## src/rtl/evt_tmr_pkg.sv

```systemverilog
package evt_tmr_pkg;

    localparam int TMR_DW      = 32;
    localparam int TMR_ROUTE_W = 5;

    // configuration word bit positions
    localparam int CB_EN      = 0;
    localparam int CB_PERIOD  = 1;
    localparam int CB_DLOAD   = 2;
    localparam int CB_NARROW  = 3;
    localparam int CB_LEVEL   = 4;
    localparam int CB_ROUTE   = 8;
    localparam int CB_CAP_PER = 16;
    localparam int CB_CAP_WID = 17;

    typedef enum logic [1:0] {
        WA_CFG     = 2'd0,
        WA_CAP     = 2'd1,
        WA_CMP_LO  = 2'd2,
        WA_CMP_HI  = 2'd3
    } tmr_word_e;

    typedef enum logic [1:0] {
        ST_IDLE  = 2'd0,
        ST_SETUP = 2'd1,
        ST_ARMED = 2'd2,
        ST_ADV   = 2'd3
    } tmr_state_e;

    typedef struct packed {
        logic [TMR_ROUTE_W-1:0] route;
        logic                   level;
        logic                   narrow;
        logic                   dload;
        logic                   periodic;
        logic                   en;
    } tmr_cfg_t;

    function automatic logic [TMR_DW-1:0] cfg_encode(tmr_cfg_t c, logic per_cap, logic wide_cap);
        logic [TMR_DW-1:0] w;
        w = '0;
        w[CB_EN]      = c.en;
        w[CB_PERIOD]  = c.periodic;
        w[CB_DLOAD]   = c.dload;
        w[CB_NARROW]  = c.narrow;
        w[CB_LEVEL]   = c.level;
        w[CB_ROUTE +: TMR_ROUTE_W] = c.route;
        w[CB_CAP_PER] = per_cap;
        w[CB_CAP_WID] = wide_cap;
        return w;
    endfunction

    function automatic tmr_cfg_t cfg_decode(logic [TMR_DW-1:0] w, logic per_cap, logic wide_cap);
        tmr_cfg_t c;
        c.en       = w[CB_EN];
        c.periodic = w[CB_PERIOD] & per_cap;
        c.dload    = w[CB_DLOAD];
        c.narrow   = w[CB_NARROW] | ~wide_cap;
        c.level    = w[CB_LEVEL];
        c.route    = w[CB_ROUTE +: TMR_ROUTE_W];
        return c;
    endfunction

endpackage

```

## src/rtl/evt_tmr_regs.sv

```systemverilog
module evt_tmr_regs
    import evt_tmr_pkg::*;
#(
    parameter int          CNT_W     = 64,
    parameter bit          PER_CAP   = 1'b1,
    parameter bit          WIDE_CAP  = 1'b1,
    parameter logic [31:0] ROUTE_CAP = 32'h0000_0004
) (
    input  logic              clk,
    input  logic              rst,
    input  logic              wr_i,
    input  logic [1:0]        addr_i,
    input  logic [TMR_DW-1:0] wdata_i,
    output logic [TMR_DW-1:0] rdata_o,
    input  logic              adv_i,
    input  logic [CNT_W-1:0]  adv_val_i,
    output tmr_cfg_t          cfg_o,
    output logic [CNT_W-1:0]  cmp_o,
    output logic [CNT_W-1:0]  period_o,
    output logic              cmp_wr_o
);
    localparam int HALF = CNT_W / 2;

    tmr_cfg_t           cfg_q;
    tmr_cfg_t           cfg_in;
    logic [CNT_W-1:0]   cmp_q;
    logic [CNT_W-1:0]   period_q;
    logic [HALF-1:0]    per_mask_lo;
    logic [HALF-1:0]    per_mask_hi;
    logic               to_cmp;
    tmr_word_e          word;

    assign word        = tmr_word_e'(addr_i);
    assign cfg_in      = cfg_decode(wdata_i, PER_CAP, WIDE_CAP);
    assign to_cmp      = ~cfg_q.periodic | cfg_q.dload;
    assign per_mask_hi = {1'b0, {(HALF-1){1'b1}}};
    assign per_mask_lo = cfg_q.narrow ? per_mask_hi : '1;
    assign cmp_wr_o    = wr_i & ((word == WA_CMP_LO) | (word == WA_CMP_HI));

    always_ff @(posedge clk) begin
        if (rst) begin
            cfg_q    <= '0;
            cmp_q    <= '1;
            period_q <= '0;
        end else begin
            if (adv_i) begin
                cmp_q <= adv_val_i;
            end
            if (wr_i) begin
                unique case (word)
                    WA_CFG: begin
                        cfg_q <= cfg_in;
                        if (cfg_in.narrow) begin
                            cmp_q[CNT_W-1:HALF]    <= '0;
                            period_q[CNT_W-1:HALF] <= '0;
                        end
                    end
                    WA_CAP: begin
                    end
                    WA_CMP_LO: begin
                        if (to_cmp) begin
                            cmp_q[HALF-1:0] <= wdata_i;
                        end
                        if (cfg_q.periodic) begin
                            period_q[HALF-1:0] <= wdata_i & per_mask_lo;
                        end
                        cfg_q.dload <= 1'b0;
                    end
                    WA_CMP_HI: begin
                        if (!cfg_q.narrow) begin
                            if (to_cmp) begin
                                cmp_q[CNT_W-1:HALF] <= wdata_i;
                            end else begin
                                period_q[CNT_W-1:HALF] <= wdata_i & per_mask_hi;
                            end
                        end
                        cfg_q.dload <= 1'b0;
                    end
                endcase
            end
        end
    end

    always_comb begin
        unique case (word)
            WA_CFG:    rdata_o = cfg_encode(cfg_q, PER_CAP, WIDE_CAP);
            WA_CAP:    rdata_o = ROUTE_CAP;
            WA_CMP_LO: rdata_o = cmp_q[HALF-1:0];
            WA_CMP_HI: rdata_o = cmp_q[CNT_W-1:HALF];
        endcase
    end

    assign cfg_o    = cfg_q;
    assign cmp_o    = cmp_q;
    assign period_o = period_q;

endmodule

```

## src/rtl/evt_tmr_cmp.sv

```systemverilog
module evt_tmr_cmp #(
    parameter int CNT_W = 64
) (
    input  logic [CNT_W-1:0] cnt_i,
    input  logic [CNT_W-1:0] cmp_i,
    input  logic [CNT_W-1:0] period_i,
    input  logic             narrow_i,
    input  logic             wrap_pend_i,
    output logic             reached_o,
    output logic [CNT_W-1:0] sum_o,
    output logic             sum_ahead_o,
    output logic             wrap_need_o
);
    localparam int HALF = CNT_W / 2;

    logic [CNT_W-1:0] tgt;
    logic [CNT_W-1:0] full_sum;
    logic [1:0]       reach_l;
    logic [1:0]       ahead_l;
    logic [HALF-1:0]  d_lo;
    logic [HALF-1:0]  d_clamp;

    // while a wrap pulse is pending the target is the top of the low half
    assign tgt      = wrap_pend_i ? {{HALF{1'b0}}, {HALF{1'b1}}} : cmp_i;
    assign full_sum = cmp_i + period_i;
    assign sum_o    = narrow_i ? {{HALF{1'b0}}, full_sum[HALF-1:0]} : full_sum;

    // lane 0 orders in the narrow width, lane 1 in the full width
    for (genvar g = 0; g < 2; g++) begin : g_lane
        localparam int LW = (g == 0) ? HALF : CNT_W;
        logic [LW-1:0] d_tgt;
        logic [LW-1:0] d_sum;
        assign d_tgt      = tgt[LW-1:0] - cnt_i[LW-1:0];
        assign d_sum      = sum_o[LW-1:0] - cnt_i[LW-1:0];
        assign reach_l[g] = d_tgt[LW-1] | ~(|d_tgt);
        assign ahead_l[g] = ~d_sum[LW-1] & (|d_sum);
    end

    assign reached_o   = narrow_i ? reach_l[0] : reach_l[1];
    assign sum_ahead_o = narrow_i ? ahead_l[0] : ahead_l[1];

    // distance to the comparator, clamped at zero, against distance to wrap
    assign d_lo        = cmp_i[HALF-1:0] - cnt_i[HALF-1:0];
    assign d_clamp     = d_lo[HALF-1] ? '0 : d_lo;
    assign wrap_need_o = (~cnt_i[HALF-1:0]) < d_clamp;

endmodule

```

## src/rtl/evt_tmr_seq.sv

```systemverilog
module evt_tmr_seq
    import evt_tmr_pkg::*;
(
    input  logic clk,
    input  logic rst,
    input  logic glb_en_i,
    input  logic chan_en_i,
    input  logic periodic_i,
    input  logic narrow_i,
    input  logic period_nz_i,
    input  logic cmp_all1_i,
    input  logic cmp_wr_i,
    input  logic reached_i,
    input  logic sum_ahead_i,
    input  logic wrap_need_i,
    output logic adv_o,
    output logic wrap_pend_o,
    output logic irq_o
);
    tmr_state_e st_q, st_nxt;
    logic       wrap_q, wrap_nxt;
    logic       glb_q;
    logic       irq_q;
    logic       fire;
    logic       rise;

    assign rise = glb_en_i & ~glb_q;

    always_comb begin
        st_nxt   = st_q;
        wrap_nxt = wrap_q;
        fire     = 1'b0;
        adv_o    = 1'b0;
        if (!glb_en_i) begin
            st_nxt   = ST_IDLE;
            wrap_nxt = 1'b0;
        end else if (cmp_wr_i || (rise && !cmp_all1_i)) begin
            st_nxt   = ST_SETUP;
            wrap_nxt = 1'b0;
        end else begin
            unique case (st_q)
                ST_IDLE: begin
                end
                ST_SETUP: begin
                    wrap_nxt = narrow_i & ~periodic_i & wrap_need_i;
                    st_nxt   = ST_ARMED;
                end
                ST_ARMED: begin
                    if (reached_i) begin
                        fire = 1'b1;
                        if (wrap_q) begin
                            wrap_nxt = 1'b0;
                        end else if (periodic_i && period_nz_i) begin
                            st_nxt = ST_ADV;
                        end else begin
                            st_nxt = ST_IDLE;
                        end
                    end
                end
                ST_ADV: begin
                    adv_o = 1'b1;
                    if (sum_ahead_i) begin
                        st_nxt = ST_ARMED;
                    end
                end
            endcase
        end
    end

    always_ff @(posedge clk) begin
        if (rst) begin
            st_q   <= ST_IDLE;
            wrap_q <= 1'b0;
            glb_q  <= 1'b0;
            irq_q  <= 1'b0;
        end else begin
            st_q   <= st_nxt;
            wrap_q <= wrap_nxt;
            glb_q  <= glb_en_i;
            irq_q  <= fire & chan_en_i & glb_en_i;
        end
    end

    assign wrap_pend_o = wrap_q;
    assign irq_o       = irq_q;

endmodule

```

## src/rtl/evt_timer_channel.sv

```systemverilog
module evt_timer_channel
    import evt_tmr_pkg::*;
#(
    parameter int          CNT_W     = 64,
    parameter bit          PER_CAP   = 1'b1,
    parameter bit          WIDE_CAP  = 1'b1,
    parameter logic [31:0] ROUTE_CAP = 32'h0000_0004
) (
    input  logic                   clk,
    input  logic                   rst,
    input  logic [CNT_W-1:0]       cnt_i,
    input  logic                   glb_en_i,
    input  logic                   wr_i,
    input  logic [1:0]             addr_i,
    input  logic [TMR_DW-1:0]      wdata_i,
    output logic [TMR_DW-1:0]      rdata_o,
    output logic                   irq_o,
    output logic [TMR_ROUTE_W-1:0] route_o
);
    tmr_cfg_t         cfg;
    logic [CNT_W-1:0] cmp_q;
    logic [CNT_W-1:0] period_q;
    logic [CNT_W-1:0] sum;
    logic             cmp_wr;
    logic             adv;
    logic             wrap_pend;
    logic             reached;
    logic             sum_ahead;
    logic             wrap_need;
    logic             chan_en;
    logic             narrow;
    logic             dload;

    assign chan_en = cfg.en;
    assign narrow  = cfg.narrow;
    assign dload   = cfg.dload;

    evt_tmr_regs #(
        .CNT_W     (CNT_W),
        .PER_CAP   (PER_CAP),
        .WIDE_CAP  (WIDE_CAP),
        .ROUTE_CAP (ROUTE_CAP)
    ) regs_i (
        .clk       (clk),
        .rst       (rst),
        .wr_i      (wr_i),
        .addr_i    (addr_i),
        .wdata_i   (wdata_i),
        .rdata_o   (rdata_o),
        .adv_i     (adv),
        .adv_val_i (sum),
        .cfg_o     (cfg),
        .cmp_o     (cmp_q),
        .period_o  (period_q),
        .cmp_wr_o  (cmp_wr)
    );

    evt_tmr_cmp #(
        .CNT_W (CNT_W)
    ) cmp_i (
        .cnt_i       (cnt_i),
        .cmp_i       (cmp_q),
        .period_i    (period_q),
        .narrow_i    (narrow),
        .wrap_pend_i (wrap_pend),
        .reached_o   (reached),
        .sum_o       (sum),
        .sum_ahead_o (sum_ahead),
        .wrap_need_o (wrap_need)
    );

    evt_tmr_seq seq_i (
        .clk         (clk),
        .rst         (rst),
        .glb_en_i    (glb_en_i),
        .chan_en_i   (chan_en),
        .periodic_i  (cfg.periodic),
        .narrow_i    (narrow),
        .period_nz_i (|period_q),
        .cmp_all1_i  (&cmp_q),
        .cmp_wr_i    (cmp_wr),
        .reached_i   (reached),
        .sum_ahead_i (sum_ahead),
        .wrap_need_i (wrap_need),
        .adv_o       (adv),
        .wrap_pend_o (wrap_pend),
        .irq_o       (irq_o)
    );

    assign route_o = cfg.route;

endmodule

```

## config.mk

```make
export PLATFORM = sky130hd
export DESIGN_NAME = evt_timer_channel
export DESIGN_NICKNAME = d
export VERILOG_FILES = /design/src/rtl/evt_tmr_pkg.sv /design/src/rtl/evt_tmr_regs.sv /design/src/rtl/evt_tmr_cmp.sv /design/src/rtl/evt_tmr_seq.sv /design/src/rtl/evt_timer_channel.sv
export SDC_FILE = /design/constraint.sdc
export NUM_CORES = 1
export LEC_CHECK = 0
export BUFFER_PORTS_ARGS = -buffer_cell sky130_fd_sc_hd__buf_2
export CAP_MARGIN = 15
export CORE_ASPECT_RATIO = 1.2
export CORE_UTILIZATION = 40
export CTS_CLUSTER_SIZE = 14
export DETAILED_ROUTE_END_ITERATION = 8
export GPL_TIMING_DRIVEN = 0
export PLACE_DENSITY_LB_ADDON = 0.15
export SYNTH_ARGS = -nofsm -noshare
export SYNTH_HDL_FRONTEND = slang
export SYNTH_SLANG_ARGS = --single-unit
```

## constraint.sdc

```tcl
create_clock -name clk -period 5.4 [get_ports clk]
set_input_delay 0.54 -clock clk [delete_from_list [all_inputs] [get_ports clk]]
set_output_delay 0.54 -clock clk [all_outputs]
set_load 0.05 [all_outputs]
```

=== After elaboration in Yosys (flattened, before gate mapping) ===
Index checks and enable logic that the tools add are counted.

* Register bits after elaboration: 143
* Input port bits: 102
* Output and inout bits: 38
* Logic and storage cells: 118

* Add/sub/neg operators: 6
* Order comparisons: 1
* Equality and inequality tests: 15
* Mux-type cells: 35
* Bitwise operators: 21
* Reduce and logical (&&, ||, !) cells: 26

{| class="wikitable"
|+ Operator list
! operator !! number
|-
| 32-bit 2-to-1 mux || 9
|-
| 64-bit 2-to-1 mux || 4
|-
| 64-bit OR reduction || 3
|-
| 32-bit one-hot mux with 2 select lines || 2
|-
| 32-bit one-hot mux with 4 select lines || 1
|-
| 64-bit subtractor || 2
|-
| 32-bit subtractor || 3
|-
| 64-bit adder || 1
|-
| 64-bit AND reduction || 1
|-
| 32-bit OR reduction || 2
|-
| 32-bit AND || 1
|-
| 32-bit < comparator || 1
|-
| 32-bit inverter || 1
|-
| 31-bit 2-to-1 mux || 1
|-
| 2-bit != test, second input constant || 6
|-
| 1-bit 2-to-1 mux || 11
|-
| 1-bit AND || 8
|-
| 2-bit equality test, second input constant || 4
|-
| 2-bit 2-to-1 mux || 4
|-
| 4-bit AND reduction || 2
|-
| 1-bit inverter || 7
|-
| 3-bit by 2-bit != test with 1-bit output, second input constant || 2
|-
| 2-bit one-hot mux with 3 select lines || 1
|-
| 2-bit AND reduction || 3
|-
| 15 further kinds || 24
|}

=== Depth between registers and ports, before layout ===
* Word-level depth: 12
* Gate-level depth with buffers: 29
* Gate-level depth less buffers: 29

=== By module ===
A second synthesis with hierarchy kept.

* Cell total of the unflattened synthesis: 3,095
* Area, all modules: 21,887.2 um^2

{| class="wikitable"
|+ By module, submodules not included
! module !! times used !! cells each !! area each (um^2) !! sequential area each (um^2)
|-
| evt_tmr_cmp || 1 || 2,305 || 15,109.5 || 0.0
|-
| evt_tmr_regs || 1 || 721 || 6,267.3 || 2,742.6
|-
| evt_timer_channel || 1 || 42 || 272.8 || 0.0
|-
| evt_tmr_seq || 1 || 27 || 237.7 || 100.1
|}

=== Worst setup path before layout ===
OpenSTA, ideal clock, no wires.

* Path type: reg2reg
* Start: register regs_i.cmp_q[15], in the netlist regs_i.cmp_o[15]
* End: register seq_i.st_q[0]
* Arrival time: 5,832 ps
* Required time: 5,321 ps
* Path slack: -511 ps
* Stages on the path, launching flop included: 29
* Clock period less this slack: 5,911 ps
* Path through: dfxtp_1 -> ha_1 -> clkbuf_1 -> a211oi_1 -> a311oi_1 -> o21ai_0 -> a2111oi_0 -> or3_1 -> o311a_1 -> nor3_1 -> o41ai_1 -> a21oi_1 -> o41ai_1 -> xnor2_1 -> nor2_1 -> ha_1 -> a21oi_1 -> o221ai_1 -> a31oi_1 -> o21ai_0 -> nor2_1 -> o2111ai_1 -> a211oi_1 -> o21ai_0 -> nor4_1 -> nand3_1 -> nor4_1 -> a41oi_1 -> o211ai_1

* Cells in the longest elaborated chain, start to end: 8
* Elaborated cells between the ends (all ways): 31

{| class="wikitable"
|+ RTL lines
! item !! line !! RTL
|-
| start: declaration || evt_tmr_regs.sv:26 || <nowiki>logic [CNT_W-1:0] cmp_q;</nowiki>
|-
| start signal: assignment || evt_tmr_regs.sv:47 || <nowiki>cmp_q <= adv_val_i;</nowiki>
|-
| start signal: indexed assignment || evt_tmr_regs.sv:62 || <nowiki>cmp_q[HALF-1:0] <= wdata_i;</nowiki>
|-
| start signal: indexed assignment || evt_tmr_regs.sv:72 || <nowiki>cmp_q[CNT_W-1:HALF] <= wdata_i;</nowiki>
|-
| 64-bit adder / 64-bit 2-to-1 mux (equally long branches) || evt_tmr_cmp.sv:25, evt_tmr_cmp.sv:24 ||
|-
| 64-bit 2-to-1 mux (tied with other cells) || evt_tmr_cmp.sv:26 || <nowiki>assign sum_o = narrow_i ? {{HALF{1'b0}}, full_sum[HALF-1:0]} : full_sum;</nowiki>
|-
| 64-bit subtractor (tied with other cells) || evt_tmr_cmp.sv:34 || <nowiki>assign d_sum = sum_o[LW-1:0] - cnt_i[LW-1:0];</nowiki>
|-
| 64-bit OR reduction (tied with other cells) || evt_tmr_cmp.sv:36 || <nowiki>assign ahead_l[g] = ~d_sum[LW-1] & (|d_sum);</nowiki>
|-
| 1-bit AND / 1-bit OR (equally long branches) || evt_tmr_cmp.sv:36, evt_tmr_cmp.sv:35 ||
|-
| 1-bit 2-to-1 mux, on equally long branches || evt_tmr_cmp.sv:40, evt_tmr_cmp.sv:39 ||
|-
| 3-bit by 2-bit != test with 1-bit output (no source line) || -- ||
|-
| 4-bit AND reduction (no source line) || -- ||
|-
| end signal: assignment || evt_tmr_seq.sv:77 || <nowiki>st_q <= st_nxt;</nowiki>
|-
| end: declaration || evt_tmr_seq.sv:20 || <nowiki>tmr_state_e st_q, st_nxt;</nowiki>
|}

Parallel ways exist; a longest one is shown, timed or not.
A chain may end at the register's enable or synchronous reset.

=== Final worst setup path ===
* Start: register regs_i.cmp_q[8], in the netlist regs_i.cmp_o[8]
* End: register seq_i.st_q[0]

Same word-level chain as after synthesis.

==> summary.md <==
| Metric | Value |
|---|---|
| Met1 GRT Util | `45.7%` |
| Core area | `0.0550 sq mm` |
| Synthesized instance count | `3254` |
| Post-route minimum period | `6.05 ns` |
| Reg2reg setup slack | `-0.65 ns` |
| Die Wd | `218 um` |
| Logic gate share of total power | `56.9%` |
| # DRC | `0` |
| Crit share post-route | `112%` |
| First-pass iteration count of the detailed router | `6` |
| PwrDens | `204 mW/mm^2` |
| Fin util | `49.9%` |
| Reg clk slew, reported paths | `0.07 ns` |
| Clk pwr share | `22.1%` |
| Outcome | `finished with violations` |
| Die footprint | `0.0568 sq mm` |
| HP Start | `wdata_i[27]` |
| P&R area growth vs syn | `23.0%` |
| CP Data Arrival Time | `6.44 ns` |
| Crit path max fanout | `9` |
| Vias per cell | `6.34` |
| Worst R2R End | `seq_i.st_q[0]$_SDFFE_PP0P_` |
| Most used routing layer in global routing | `met2` |
| Sequential power share | `21.0%` |
| Synth Area per Inst | `6.87 sq um` |
| Slew @ Worst Pin | `0.995 ns` |
| Max_slew headroom | `33.6%` |
| EDFF count, synth | `0` |
| Area contributors post-synth | `ha_1 (14%), dfxtp_1 (13%), a21oi_1 (7.9%)` |
| H-tree depth | `4` |
| Failing checks | `setup timing` |
| Most frequent cells in the layout | `nand2_1 (338), a21oi_1 (315), nor2_1 (291)` |
| CP Class | `register to register` |
| Setup ws final | `-0.654 ns` |
| Clk_lat worst skew | `0.46 ns` |
| Initial Utilization | `40.6%` |
| Hold Buf Count CTS | `0` |
| Place WS | `-1.97 ns` |
| Num CTS Buffers | `17` |
| RePlAce Congestion | `1.05` |
| Max Cap Viol | `0` |
| First-pass GRT wire length | `152000 um` |
| DRT Wirelength | `105000 um` |
| Seq/Total Area, Yosys | `12.7%` |
| Crit. Startpoint | `regs_i.cmp_o[8]$_SDFF_PP1_` |
| Syn Nets | `3614` |
| Max frequency | `165 MHz` |
| Min-delay worst type | `input pin to register` |
| Input/output buffers | `138` |
| Top FF cell, synth | `dfxtp_1` |
| Largest net degree at the start of global routing | `17` |
| Synth Cell Area | `0.0223 sq mm` |
| Netlist cell types | `88` |
| Final setup viols | `2` |
| Area share of the largest cell type after synthesis | `14.2%` |
| Sw frac | `46.4%` |
| Number of fill cells | `5615` |
| Depth of the most critical reg-to-reg path | `24` |
| Share of layout cells above drive strength 1 | `20.7%` |
| Commonest non-fill, non-tap cell in the layout | `nand2_1` |
| Yosys warnings | `0` |
| Number of routed nets with antenna violations | `0` |
| Startpoint Class | `register` |
| Nets | `3850` |
| Yosys reg bits | `142` |
| Core Rows | `94` |
| Internal power | `0.00301 W` |
| Worst path required time | `5.78 ns` |
| RSZ-0062 raised after global routing | `true` |
| Worst IR Drop VDD | `0.000239 V` |
| Vias in the first global route | `24487` |
| Synth area leader | `ha_1` |
| Total grt overflow | `0` |
| Share of synthesized registers carrying an async set or reset | `0%` |
| Initial antenna violation count | `2` |
| Ant. Diodes | `0` |
| Crit Reg-Reg Startpoint | `regs_i.cmp_o[8]$_SDFF_PP1_` |
| Via count | `26780` |
| Hold Crit Depth | `3` |
| CP Capture Type | `register` |
| Met3 global-route usage | `3.99%` |
| Avg WL per Cell | `24.9 um` |
| Area occupied by multi-input gates | `0.0202 sq mm` |
| Lkg Pwr | `11.4 nW` |
| Final HPWL DP | `82700 um` |
| Die height | `261 um` |
| Final max-slew violation count | `0` |
| FF/Latch Area | `0.00296 sq mm` |
| Initial DRC count | `2885` |
| Met2 Usage GRT | `56.7%` |
| Clock Skew | `0.00847 ns` |
| Total GRT Usage | `35.7%` |
| Switch Pwr | `0.00260 W` |
| IO Count | `140` |
| Clk sinks | `142` |
| Max Buffers Root-to-Sink | `2` |
| CTS root buf | `clkbuf_16` |
| Final Hold Fails | `0` |
| Worst Hold End | `regs_i.period_o[27]$_SDFFE_PP0P_` |
| CTS tree | `done` |
==> cells in the mapped netlist, drive strengths merged, types with 67 or more instances <==
library cell,instances
nand4,97
ha,254
a21o,99
xnor2,89
a21oi,354
a22oi,69
dfxtp,142
nor3,67
inv,129
nand2,348
clkbuf,152
o21ai,178
nor2,312
nand3,98
nor2b,68
==> repair_timing <==
item                                    in CTS  in global routing
endpoints found under the setup margin       4                  4
pin swaps                                   71                 93
gates cloned                                 1                  0
setup buffers                               53                 56
gates resized for setup                    255                230
==> sequential cells by signal, indices dropped and copies added (netlist names) <==
signal	flops
regs_i.cfg_o	10
regs_i.cmp_o	64
regs_i.period_o	63
seq_i.glb_q	1
seq_i.irq_o	1
seq_i.st_q	2
seq_i.wrap_pend_o	1
==> cell families after synthesis <==
group	Yosys count	share of synthesized area (%)
AO/OA/AOI/OAI	1093	31.9
XOR/XNOR	137	5.37
adder cells (fa/ha/maj)	258	14.6
buffers and inverters	310	5.43
flip-flops	142	12.7
multiplexers	52	2.37
AND/OR/NAND/NOR	1262	27.6
==> worst max-delay path: stages (launching register included) <==
cell and delay (ns):
dfxtp_4 0.42, ha_4 0.33, and4_4 0.25, nand2_2 0.10, a211oi_4 0.23, nor2_2 0.08
a21oi_2 0.20, a21o_1 0.16, a211oi_1 0.08, nor2_1 0.34, ha_1 0.31, clkbuf_1 0.22
a21oi_2 0.24, o21ai_0 0.25, a21oi_1 0.26, o21ai_0 0.21, nor4_2 0.33, nand4_1 0.14
or4_4 0.57, nor4_4 0.25, and4_4 0.31, o2111ai_1 0.13, nor4_2 0.34, a41oi_2 0.15
o211ai_1 0.10
==> area by class of cell <==
type	count	share of cell area (%)
Timing Repair Buffer	249	5.59
Clock inverter	10	0.505
Multi-Input combinational cell	2802	73.6
Clock buffer	21	1.68
Buffer	149	2.79
Tap cell	720	3.28
Sequential cell	142	10.8
Inverter	129	1.78
==> per-stage QoR <==
step | instance area, sq um | setup TNS [ns] | cells | power (W) | hold slack (ns)
detailed placement | 24100 | -6.73 | 4112 | 0.00393 | 0.451
floorplan | 22500 | 0 | 3254 | 0.00312 | 0.423
finish | 27500 | -0.676 | 4222 | 0.00561 | 0.452
CTS | 26100 | -0.672 | 4186 | 0.00532 | 0.428
global placement | 24100 | -6.69 | 4112 | 0.00394 | 0.451
global route | 27500 | -1.14 | 4222 | 0.00588 | 0.461
==> layer usage <==
| layer | wire, um | vias up | part of all wire [%] |
|---|---|---|---|
| met5 | 11 | - | 0.010 |
| met4 | 8050 | 2 | 7.7 |
| met3 | 8210 | 308 | 7.8 |
| met2 | 45600 | 1314 | 43 |
| met1 | 43200 | 12624 | 41 |
| li1 | - | 12532 | - |
==> worst max-delay path by stage <==
stage                                      end  depth (start not counted)
floorplan           seq_i.st_q[0]$_SDFFE_PP0P_                         27
global placement    seq_i.st_q[0]$_SDFFE_PP0P_                         25
detailed placement  seq_i.st_q[0]$_SDFFE_PP0P_                         25
CTS                 seq_i.st_q[0]$_SDFFE_PP0P_                         30
global route        seq_i.st_q[0]$_SDFFE_PP0P_                         30
finish              seq_i.st_q[0]$_SDFFE_PP0P_                         24
==> power groups by stage <==
| stage | clock, W | combinational [W] | sequential, W |
|---|---|---|---|
| 2_1_floorplan | 0 | 0.00198 | 0.00114 |
| 3_3_place_gp | 0 | 0.00273 | 0.00121 |
| 3_5_place_dp | 0 | 0.00272 | 0.00121 |
| 4_1_cts | 0.00124 | 0.00290 | 0.00118 |
| 5_1_grt | 0.00128 | 0.00343 | 0.00117 |
| 6_report | 0.00124 | 0.00320 | 0.00118 |
Power figures use the tool's default switching activity.
